--- src/rtl/dw_parity_responder.sv ---
module dw_parity_responder #(
  parameter int DATA_W = 32
) (
  input  logic              clk,
  input  logic              rst_n,
  input  logic              addr_phase,
  input  logic              dly_write,
  input  logic              match_hit,
  input  logic              ini_valid,
  input  logic              ini_last,
  input  logic [DATA_W-1:0] bus_ad,
  input  logic [DATA_W/8-1:0] bus_be,
  input  logic              bus_par,
  input  logic              perr_resp_en,
  input  logic              stat_clr,
  output logic              tgt_ready,
  output logic              tgt_stop,
  output logic              perr_out,
  output logic              stat_det_perr,
  output logic              enq_req,
  output logic              retire_req
);
  localparam int BE_W  = DATA_W / 8;
  localparam int CHK_W = DATA_W + BE_W;

  typedef enum logic [1:0] {S_IDLE, S_WAIT, S_PAR, S_RESP} st_t;

  st_t              st;
  logic [CHK_W-1:0] chk_q;
  logic             last_q, match_q, err_q, en_q, stat_q;
  logic             par_bad, in_resp, drop;

  assign par_bad = ^{chk_q, bus_par};

  always_ff @(posedge clk or negedge rst_n) begin
    if (!rst_n) begin
      st      <= S_IDLE;
      chk_q   <= '0;
      last_q  <= 1'b0;
      match_q <= 1'b0;
      err_q   <= 1'b0;
      en_q    <= 1'b0;
    end else begin
      case (st)
        S_IDLE: if (addr_phase && dly_write) begin
          st      <= S_WAIT;
          match_q <= match_hit;
        end
        S_WAIT: if (ini_valid) begin
          chk_q  <= {bus_be, bus_ad};
          last_q <= ini_last;
          st     <= S_PAR;
        end
        S_PAR: begin
          err_q <= par_bad;
          en_q  <= perr_resp_en;
          st    <= S_RESP;
        end
        default: st <= S_IDLE;
      endcase
    end
  end

  always_ff @(posedge clk or negedge rst_n) begin
    if (!rst_n)                      stat_q <= 1'b0;
    else if (st == S_PAR && par_bad) stat_q <= 1'b1;
    else if (stat_clr)               stat_q <= 1'b0;
  end

  assign in_resp       = (st == S_RESP);
  assign drop          = in_resp & err_q & en_q;
  assign tgt_ready     = in_resp & (drop | match_q);
  assign tgt_stop      = in_resp & ((drop | match_q) ? ~last_q : 1'b1);
  assign perr_out      = drop;
  assign enq_req       = in_resp & ~drop & ~match_q;
  assign retire_req    = in_resp & ~drop & match_q;
  assign stat_det_perr = stat_q;
endmodule


--- config.mk ---
export PLATFORM = sky130hd
export DESIGN_NAME = dw_parity_responder
export DESIGN_NICKNAME = d
export VERILOG_FILES = /design/src/rtl/dw_parity_responder.sv
export SDC_FILE = /design/constraint.sdc
export NUM_CORES = 1
export LEC_CHECK = 0
export ABC_AREA = 0
export BUFFER_PORTS_ARGS = -buffer_cell sky130_fd_sc_hd__buf_2
export CAP_MARGIN = 20
export CORE_MARGIN = 8
export CORE_UTILIZATION = 47
export CTS_CLUSTER_SIZE = 40
export DETAILED_ROUTE_END_ITERATION = 8
export PLACE_DENSITY_LB_ADDON = 0.08
export SYNTH_ARGS = -nofsm -noshare
export SYNTH_HDL_FRONTEND = slang
export SYNTH_SLANG_ARGS = --single-unit
export TNS_END_PERCENT = 5
--- constraint.sdc ---
create_clock -name clk -period 1.8 [get_ports clk]
set_input_delay 0.54 -clock clk [delete_from_list [all_inputs] [get_ports clk]]
set_output_delay 0.54 -clock clk [all_outputs]
set_load 0.01 [all_outputs]
# == Word level (Yosys, flattened, before mapping) ==
# Index checks and enable logic that the tools add are counted.
# classes
n_eq_ne,5
n_mux,6
bitwise_logic,11
reduce_logical,8
# ops
operator,n
$reduce_xor 37->1,1
$and 1x1->1,7
$pmux 2 s3,1
$reduce_and 2->1,3
$eq 2x2->1 const B,2
$mux 2,2
$ne 2x2->1 const B,2
$mux 1,3
$not 1->1,3
$eq 2x1->1 const B,1
$logic_and 1x1->1,2
$logic_not 2->1,1
$reduce_bool 2->1,1
$or 1x1->1,1
# word_totals
register_bits,43
in_bits,46
output_inout_bits,6
wordCells,37

# == Longest topological paths before layout ==
# Gate-level depths: netlist of run 1.
# logic_depth
ltp_word,6
depth_mapped,6
mapped_depth_nobuf,6

# == Worst setup path after synthesis of run 1 ==
# Ideal clock, no wire load.
# synth_path
path_type,reg2out
start,register st[0]
end,output tgt_stop
arrival_ps,1193
required_time_ps,1260
path_slack_ps,67
stages_incl_launch_ff,5
path_buffers,0
cell_sequence,dfrtp_1 > ha_1 > inv_1 > a211oi_1 > o21bai_1
# synth_between
elab_chain_len,6
# synth_lines
element,line_no,text
start: declaration,28,st_t st;
start signal: assignment,37,st <= S_IDLE;
start signal: assignment,46,st <= S_WAIT;
start signal: assignment,52,st <= S_PAR;
$eq 2x2->1 *,70,assign in_resp = (st == S_RESP);
$and 1x1->1 (2 in series),71,assign drop = in_resp & err_q & en_q;
$or 1x1->1,73,assign tgt_stop = in_resp & ((drop | match_q) ? ~last_q : 1'b1);
$mux 1,73,
$and 1x1->1 *,73,
end: declaration,17,"output logic tgt_stop,"
# Every way passes the cells marked *; elsewhere a longest branch is shown, timed or not.

# == Final worst setup path of run 1 ==
# Ends and elaborated chain as after synthesis.

==> out/metrics.sh, run 1 <==
OUTCOME='finished with violations'
VIOLATIONS_IN_THE_FINAL_REPORTS='negative setup slack'
CORE_ROWS=24
REPORT.POWER.TOTAL_W=0.00589
FP.DIEAREA_MM2=0.00671
DETAIL_ROUTE.WL_PER_CELL_UM=15.0
CRITICAL_PATH_ARRIVAL_PS=1350
STATIC-LEAKAGE-POWER_nW=1.23
VIAS=1268
DRT-VIAS-PER-INSTANCE=4.86
CTS_TREE='yes'
SHARE_OF_FLIP_FLOPS_WITH_AN_ASYNCHRONOUS_SET_OR_RESET_PCT=100
GRT_SETUP_UNREPAIRED='true'
SYNTHESIS.AREA_MM2=0.00204
CRITPATHMAXFANOUT=3
POST-ROUTE-UTIL_PCT=60.2
FINAL_CELL_COUNT_NO_FILL=261
POSTCTSHOLDBUFS=0
CTS_BUFFER_DEPTH=2
CRITICALPATHCATEGORY='flip-flop to output port'
WIRE_LENGTH_REPORTED_BY_THE_DETAILED_ROUTER_UM=3910
HOLD_WS_PS=209
ESTIMATED_WIRELENGTH_OF_THE_DETAIL_PLACED_DESIGN_UM=3040
MAX_SLEW.WORST_PIN.SLEW_PS=515
AREA_OF_THE_CORE_MM2=0.00426
CTS_HTREE_LEVELS=2
YOSYSTOPAREACELL='sky130_fd_sc_hd__dfrtp_1'
CHIPWIDTH_UM=81.9
PLACE_CONGESTION=0.719
DIODES=0
FP.DIEH_UM=81.9
CLK-INSERTION-DELAY-LATE_PS=290
CLOCK-SKEW-FINAL_PS=8.62
FLOORPLAN.IO_PINS=52
MAIN_FLOP_TYPE_AFTER_SYNTHESIS='sky130_fd_sc_hd__dfrtp_1'
SYNTH.DISTINCT_CELLS=21
YOSYS_REGISTER_BITS=43
DRC=0
BUFFER_PORTS.INSERTED=51
HP-CLASS='primary input to async pin'
CTS_MADE_BUFFERS=5
INITIALDRTVIOLATIONCOUNT=32
SYNTH-WARNING-COUNT=0
GRT-OVFL-TOTAL=0
FINAL.SETUP.WORST_SLACK_PS=-90.6
INITIAL_CELL_DENSITY_OF_THE_CORE_PCT=47.9
SETUP-TNS-FINAL_PS=-198
POST_SYNTH.CELL_AREA_AVG_UM2=14.1
SYNTHTOPCELLSBYAREA='sky130_fd_sc_hd__dfrtp_1, sky130_fd_sc_hd__mux2_2, sky130_fd_sc_hd__xnor2_1'
SYNTH_EDF_COUNT=0
TIMING.CRITICAL_PATH.REQUIRED_PS=1260
P_PER_AREA_mW_PER_MM2=2300
NUMBER_OF_GLOBAL_ROUTE_VIAS_BEFORE_REPAIR=1409
GRT_UTIL_ALL_LAYERS_PCT=12.5
PLACED_INSTANCES=248
SETUP-VIOLATIONS-FINAL=3
DETAIL-ROUTE-ANTENNA-NETS=0
FINAL_LAYOUT_SIZE_SUFFIX_GT1_SHARE_PCT=49.8
TIMING.SLEW.HEADROOM_PCT=65.7
FIN_CRIT_SH_PCT=105
SYNTH_COMMON_CELLS='sky130_fd_sc_hd__dfrtp_1, sky130_fd_sc_hd__mux2_2, sky130_fd_sc_hd__xnor2_1, sky130_fd_sc_hd__mux2_1'
FINISH.NET_COUNT=258
POSTSYNTHNETCOUNT=195
YS_SEQ_AREA_SHARE_PCT=52.7
POST-SYNTH-TOP-COUNT-CELL='sky130_fd_sc_hd__dfrtp_1'
GRT_START_MAX_NET_PINS=24
END_KIND='output port'
FINAL.MIN_CLOCK_PERIOD_PS=1890
CTS_NUM_SINKS=43
FINALMAXSLEWVIOLATIONS=0
SYNTH_LARGEST_TYPE_AREA_FRACTION_PCT=52.7
CLOCK_INPUT_TRANSITION_AT_THE_SEQUENTIAL_CELLS_OF_THE_WORST_SETUP_AND_HOLD_PATHS_PS=80
GRT_FIRST_PASS_WIRELENGTH_UM=6420
CRITPATHLAUNCHTYPE='flip-flop'
ANTENNA_FOUND_INITIAL=0
FMAX_GHz=0.529
SYNTHCELLS=145
CTSROOTBUFFERMASTER='sky130_fd_sc_hd__clkbuf_8'
MAX_CAP_VIOLATIONS=0
VDD_DROP_MAX_mV=1.19
FIRSTDRTPASSITERS=4
FINALHOLDVIOLATIONS=0
SYN_TO_FINAL_GROWTH_PCT=25.5
-- final timing paths --
kind	startpoint	end	slack, ps	cells after the start
max	st[0]	tgt_stop	-90	5
min	rst_n	chk_q[2]	210	1
max reg2reg	chk_q[13]	stat_det_perr	10	6
min reg2reg	stat_det_perr	stat_det_perr	520	1
max in group asynchronous	rst_n	chk_q[18]	1100	2
min in group clk	bus_ad[22]	chk_q[22]	450	2
-- per-layer routing --
| layer | GRT usage (%) | part of all wire (%) | vias to the layer above |
|---|---|---|---|
| met4 | 4.74 | 1.6 | 0 |
| met1 | 14.3 | 41 | 615 |
| met3 | 4.49 | 6.5 | 7 |
| met5 | 0 | 0 | - |
| met2 | 21.0 | 50 | 32 |
| li1 | - | - | 614 |
-- registers in the layout, summed over array words and instances, names as in the netlist --
signal	count
match_q	1
err_q	1
stat_det_perr	1
chk_q	36
st	2
en_q	1
last_q	1
-- per-stage QoR --
step	cell area (µm²)	setup slack [ps]
floorplan	2040	67.4
global placement	2410	-93.9
detailed placement	2410	-109
CTS	2550	-112
global route	2560	-198
finish	2560	-90.6
-- what timing repair did --
action	4_1_cts	5_1_grt
pin swaps	2	0
buffers inserted	5	0
gates cloned	0	0
setup endpoints to repair	4	6
gates resized for setup	5	3
-- worst max-delay path, cell delays in order (launching register included) --
cell                       delay, ps
sky130_fd_sc_hd__dfrtp_1         400
sky130_fd_sc_hd__ha_4            160
sky130_fd_sc_hd__inv_2            40
sky130_fd_sc_hd__a211oi_2        160
sky130_fd_sc_hd__o21bai_1        140
sky130_fd_sc_hd__buf_2           150
-- where the power goes --
part | switching, W | internal, W | leakage (nW)
clock network | 0.000327 | 0.000271 | 0.0412
logic | 0.00122 | 0.00225 | 0.673
registers | 0.000347 | 0.00148 | 0.511
total | 0.00189 | 0.00400 | 1.23
-- kinds of logic (layout without fill, tap and decap cells) --
| group | count (synthesis) | in the layout | share of synthesized area (%) |
|---|---|---|---|
| flip-flops | 43 | 43 | 52.7 |
| multiplexers | 41 | 41 | 22.5 |
| XOR/XNOR | 31 | 31 | 16.0 |
| AND/OR/NAND/NOR | 10 | 10 | 2.51 |
| AO/OA/AOI/OAI | 8 | 8 | 2.45 |
| buffers and inverters | 8 | 72 | 1.47 |
| adder cells (fa/ha/maj) | 4 | 4 | 2.45 |
-- cell usage in the layout (no fill, tap or decap), types with 2 or more instances in the layout --
master / instances
sky130_fd_sc_hd__a21o_1: 2
sky130_fd_sc_hd__buf_12: 3
sky130_fd_sc_hd__buf_2: 50
sky130_fd_sc_hd__buf_4: 5
sky130_fd_sc_hd__clkbuf_8: 5
sky130_fd_sc_hd__dfrtp_1: 43
sky130_fd_sc_hd__ha_1: 3
sky130_fd_sc_hd__inv_1: 4
sky130_fd_sc_hd__mux2_1: 7
sky130_fd_sc_hd__mux2_2: 32
sky130_fd_sc_hd__mux2i_1: 2
sky130_fd_sc_hd__nand2_1: 4
sky130_fd_sc_hd__o21ai_0: 2
sky130_fd_sc_hd__xnor2_1: 24
sky130_fd_sc_hd__xnor3_1: 4
sky130_fd_sc_hd__xor2_1: 3
-- layout make-up --
| class | instances | area [µm²] |
|---|---|---|
| repair buffers | 59 | 359 |
| fillers | 369 | 1700 |
| multi-input cells | 94 | 961 |
| clock inverters | 2 | 12.5 |
| flip-flops and latches | 43 | 1080 |
| well taps | 52 | 65.1 |
| inverters | 5 | 18.8 |
| clock buffers | 6 | 72.6 |
No activity file was read; power rests on OpenSTA's default activity.
==> run 2, diff against run 1 <==
Settings changed: CORE_ASPECT_RATIO set to 0.5.
==> run 2 against run 1 <==
The flow still finishes with violations (negative setup slack). Power grew 3.9%. Clock skew shrank 4.6 ps. Design area shrank 0.24%. Sequential share of layout area grew 0.10 points. Setup slack lost 22 ps. First-iteration DRC count shrank 9.4%. Clock-buffer cell count grew 1. Critical path depth is the same. Sequential power is essentially flat. Critical path type unchanged. Highest routed layer unchanged.
==> out/metrics.sh, run 2 (same netlist as run 1, synthesis figures left out) <==
WORST_PATH_MAX_DELAY_CELL='sky130_fd_sc_hd__dfrtp_1'
FINAL.FILL_COUNT=373  # +1.1%
CRITICAL_PATH_ARRIVAL_PS=1370  # +20 ps
MAX_SLEW.WORST_PIN.SLEW_PS=286  # -228 ps
DETAIL-ROUTE-ANTENNA-NETS=0  # unchanged
FINAL_LAYOUT_SIZE_SUFFIX_GT1_SHARE_PCT=49.8  # about the same
CRITPATHLAUNCHTYPE='flip-flop'
DIODES=0  # unchanged
SETUP-TNS-FINAL_PS=-168  # +30.9 ps
SW_PWR_W=0.00200  # +6.1%
LARGEST_REGISTER_FFS=36  # unchanged
MAX_CAP_VIOLATIONS=0  # unchanged
WORSTPATHCELLLIST='ha_4, inv_2, a211oi_2, o21bai_2, buf_2'
FLOORPLAN.IO_PINS=52  # unchanged
SEQCELLAREA_MM2=0.00108  # unchanged
CTS_HTREE_LEVELS=2  # unchanged
FP.DIEH_UM=62.6  # -24%
DRC=0  # unchanged
CLOCK-SKEW-FINAL_PS=4.07  # -4.55 ps
GRT_SETUP_UNREPAIRED='true'
TIMING.CRITICAL_PATH.REQUIRED_PS=1260  # about the same
FIRSTDRTPASSITERS=4  # unchanged
FP.DIEAREA_MM2=0.00684  # +1.9%
FINAL_CELL_AREA_MM2=0.00256  # -0.24%
MOST-COMMON-LAYOUT-CELLS='sky130_fd_sc_hd__buf_2, sky130_fd_sc_hd__dfrtp_1, sky130_fd_sc_hd__mux2_2'
CLOCK_INPUT_TRANSITION_AT_THE_SEQUENTIAL_CELLS_OF_THE_WORST_SETUP_AND_HOLD_PATHS_PS=80  # about the same
VIAS=1262  # -0.47%
CTS_BUFFER_DEPTH=2  # unchanged
CHIPWIDTH_UM=109  # +33%
VIOLATIONS_IN_THE_FINAL_REPORTS='negative setup slack'
SETUP-VIOLATIONS-FINAL=3  # unchanged
FINAL.MIN_CLOCK_PERIOD_PS=1910  # +21.9 ps
PWR-SHARE-SEQ_PCT=29.9  # -1.1 points
CTS_MADE_BUFFERS=5  # unchanged
SYN_TO_FINAL_GROWTH_PCT=25.2
PLACE_CONGESTION=0.721  # +0.17%
FINISH.NET_COUNT=256  # -0.78%
MOSTFREQUENTLAYOUTCELL='sky130_fd_sc_hd__buf_2'
GRT_START_MAX_NET_PINS=44  # +83%
GRT-OVFL-TOTAL=0  # unchanged
GRT_FIRST_PASS_WIRELENGTH_UM=6290  # -1.9%
FINAL_CELL_COUNT_NO_FILL=264  # +1.1%
CLOCK_POWER_SHARE_PCT=9.3  # -0.8 points
ESTIMATED_WIRELENGTH_OF_THE_DETAIL_PLACED_DESIGN_UM=2760  # -9.0%
TIMING.SLEW.HEADROOM_PCT=80.9  # +15 points
STATIC-LEAKAGE-POWER_nW=1.22  # -0.70%
REG.LARGEST.LIST='chk_q x36, st x2'
FINAL.SETUP.WORST_SLACK_PS=-113  # -21.9 ps
ANTENNA_FOUND_INITIAL=0  # unchanged
PLACEMENT_STAGE_CELL_AREA_MM2=0.00241  # -0.26%
CTS_TREE='yes'
INITIALDRTVIOLATIONCOUNT=29  # -9.4%
P_INT_W=0.00412  # +2.9%
CLK-INSERTION-DELAY-LATE_PS=290  # about the same
WIRE_LENGTH_REPORTED_BY_THE_DETAILED_ROUTER_UM=3770  # -3.7%
AREA_OF_THE_CORE_MM2=0.00430  # +0.76%
COMBINATIONALPOWERSHARE_PCT=60.8  # +2.0 points
FIN_CRIT_SH_PCT=106  # +1.2 points
OUTCOME='finished with violations'
FINALHOLDVIOLATIONS=0  # unchanged
CRITPATHMAXFANOUT=3  # unchanged
CORE_ROWS=17  # -29%
POSTCTSHOLDBUFS=0  # unchanged
DETAIL_ROUTE.WL_PER_CELL_UM=14.3  # -4.8%
POST-ROUTE-UTIL_PCT=59.6  # -0.60 points
TOP_REGISTER='chk_q'
SLOWEST_DELAY_PS=410  # about the same
VDD_DROP_MAX_mV=1.37  # +16%
NUMBER_OF_GLOBAL_ROUTE_VIAS_BEFORE_REPAIR=1456  # +3.3%
DRT-VIAS-PER-INSTANCE=4.78  # -1.6%
PLACED_INSTANCES=253  # +2.0%
CTS_NUM_SINKS=43  # unchanged
MULTIINPUTGATEAREA_UM2=980  # +2.0%
SWITCHING_SHARE_PCT=32.7  # +0.67 points
CRITICALPATHCATEGORY='flip-flop to output port'
HOLD_WS_PS=209  # +0.427 ps
GRT_UTIL_ALL_LAYERS_PCT=11.8  # -0.77 points
END_KIND='output port'
BUFFER_PORTS.INSERTED=51  # unchanged
CTSROOTBUFFERMASTER='sky130_fd_sc_hd__clkbuf_8'
HP-CLASS='primary input to async pin'
P_PER_AREA_mW_PER_MM2=2390  # +4.2%
INITIAL_CELL_DENSITY_OF_THE_CORE_PCT=47.6  # -0.36 points
FINALMAXSLEWVIOLATIONS=0  # unchanged
FMAX_GHz=0.523  # -1.1%
run 2: per-layer routing:
layer / global-route usage [%] / share of wire, % / up-vias
met3: 5.14 / 8.0 / 6
met2: 20.1 / 50 / 32
met1: 12.4 / 41 / 612
met4: 4.67 / 1.7 / 0
met5: 0 / 0 / -
li1: - / - / 612
run 2: layout make-up:
type,count,area share [%]
Clock buffer,7,2.98
Clock inverter,1,0.196
Inverter,5,0.733
Multi-Input combinational cell,94,38.3
Sequential cell,43,42.1
Tap cell,57,2.79
Timing Repair Buffer,57,13.0
run 2: critical path: cells and delay by family, from the launching register on:
| kind | cells | cell delay, ps |
|---|---|---|
| compound gates | 2 | 320 |
| buf+inv | 2 | 180 |
| flops | 1 | 410 |
| fa+ha+maj | 1 | 170 |
run 2: stage by stage:
step	worst slack (ps)	power, W
6_report	-113	0.00612
5_1_grt	-168	0.00651
4_1_cts	-93.6	0.00621
3_5_place_dp	-121	0.00530
3_3_place_gp	-86.7	0.00518
2_1_floorplan	67.4	0.00462
run 2: timing repair:
item | 4_1_cts | 5_1_grt
buffers inserted | 3 | 0
endpoints found under the setup margin | 6 | 6
pin swaps | 3 | 0
hold endpoints to repair | 0 | 0
gates resized for setup | 8 | 2
run 2: power by group through the flow:
stage / Combinational, W / Sequential [W] / Clock [W]
2_1_floorplan: 0.00287 / 0.00176 / 0
3_5_place_dp: 0.00346 / 0.00184 / 0
5_1_grt: 0.00397 / 0.00189 / 0.000647
4_1_cts: 0.00378 / 0.00182 / 0.000606
6_report: 0.00372 / 0.00183 / 0.000571
3_3_place_gp: 0.00337 / 0.00182 / 0
run 2: final timing paths:
kind | depth (start not counted) | to | from | slack, ps
worst min register to register | 1 | stat_det_perr | stat_det_perr | 500
worst max-delay path | 5 | tgt_stop | st[1] | -110
worst max register to register | 6 | stat_det_perr | chk_q[35] | 10
max in group asynchronous | 2 | chk_q[19] | rst_n | 1380
worst min-delay path | 2 | chk_q[7] | rst_n | 210
min in group clk | 2 | chk_q[10] | bus_ad[10] | 460
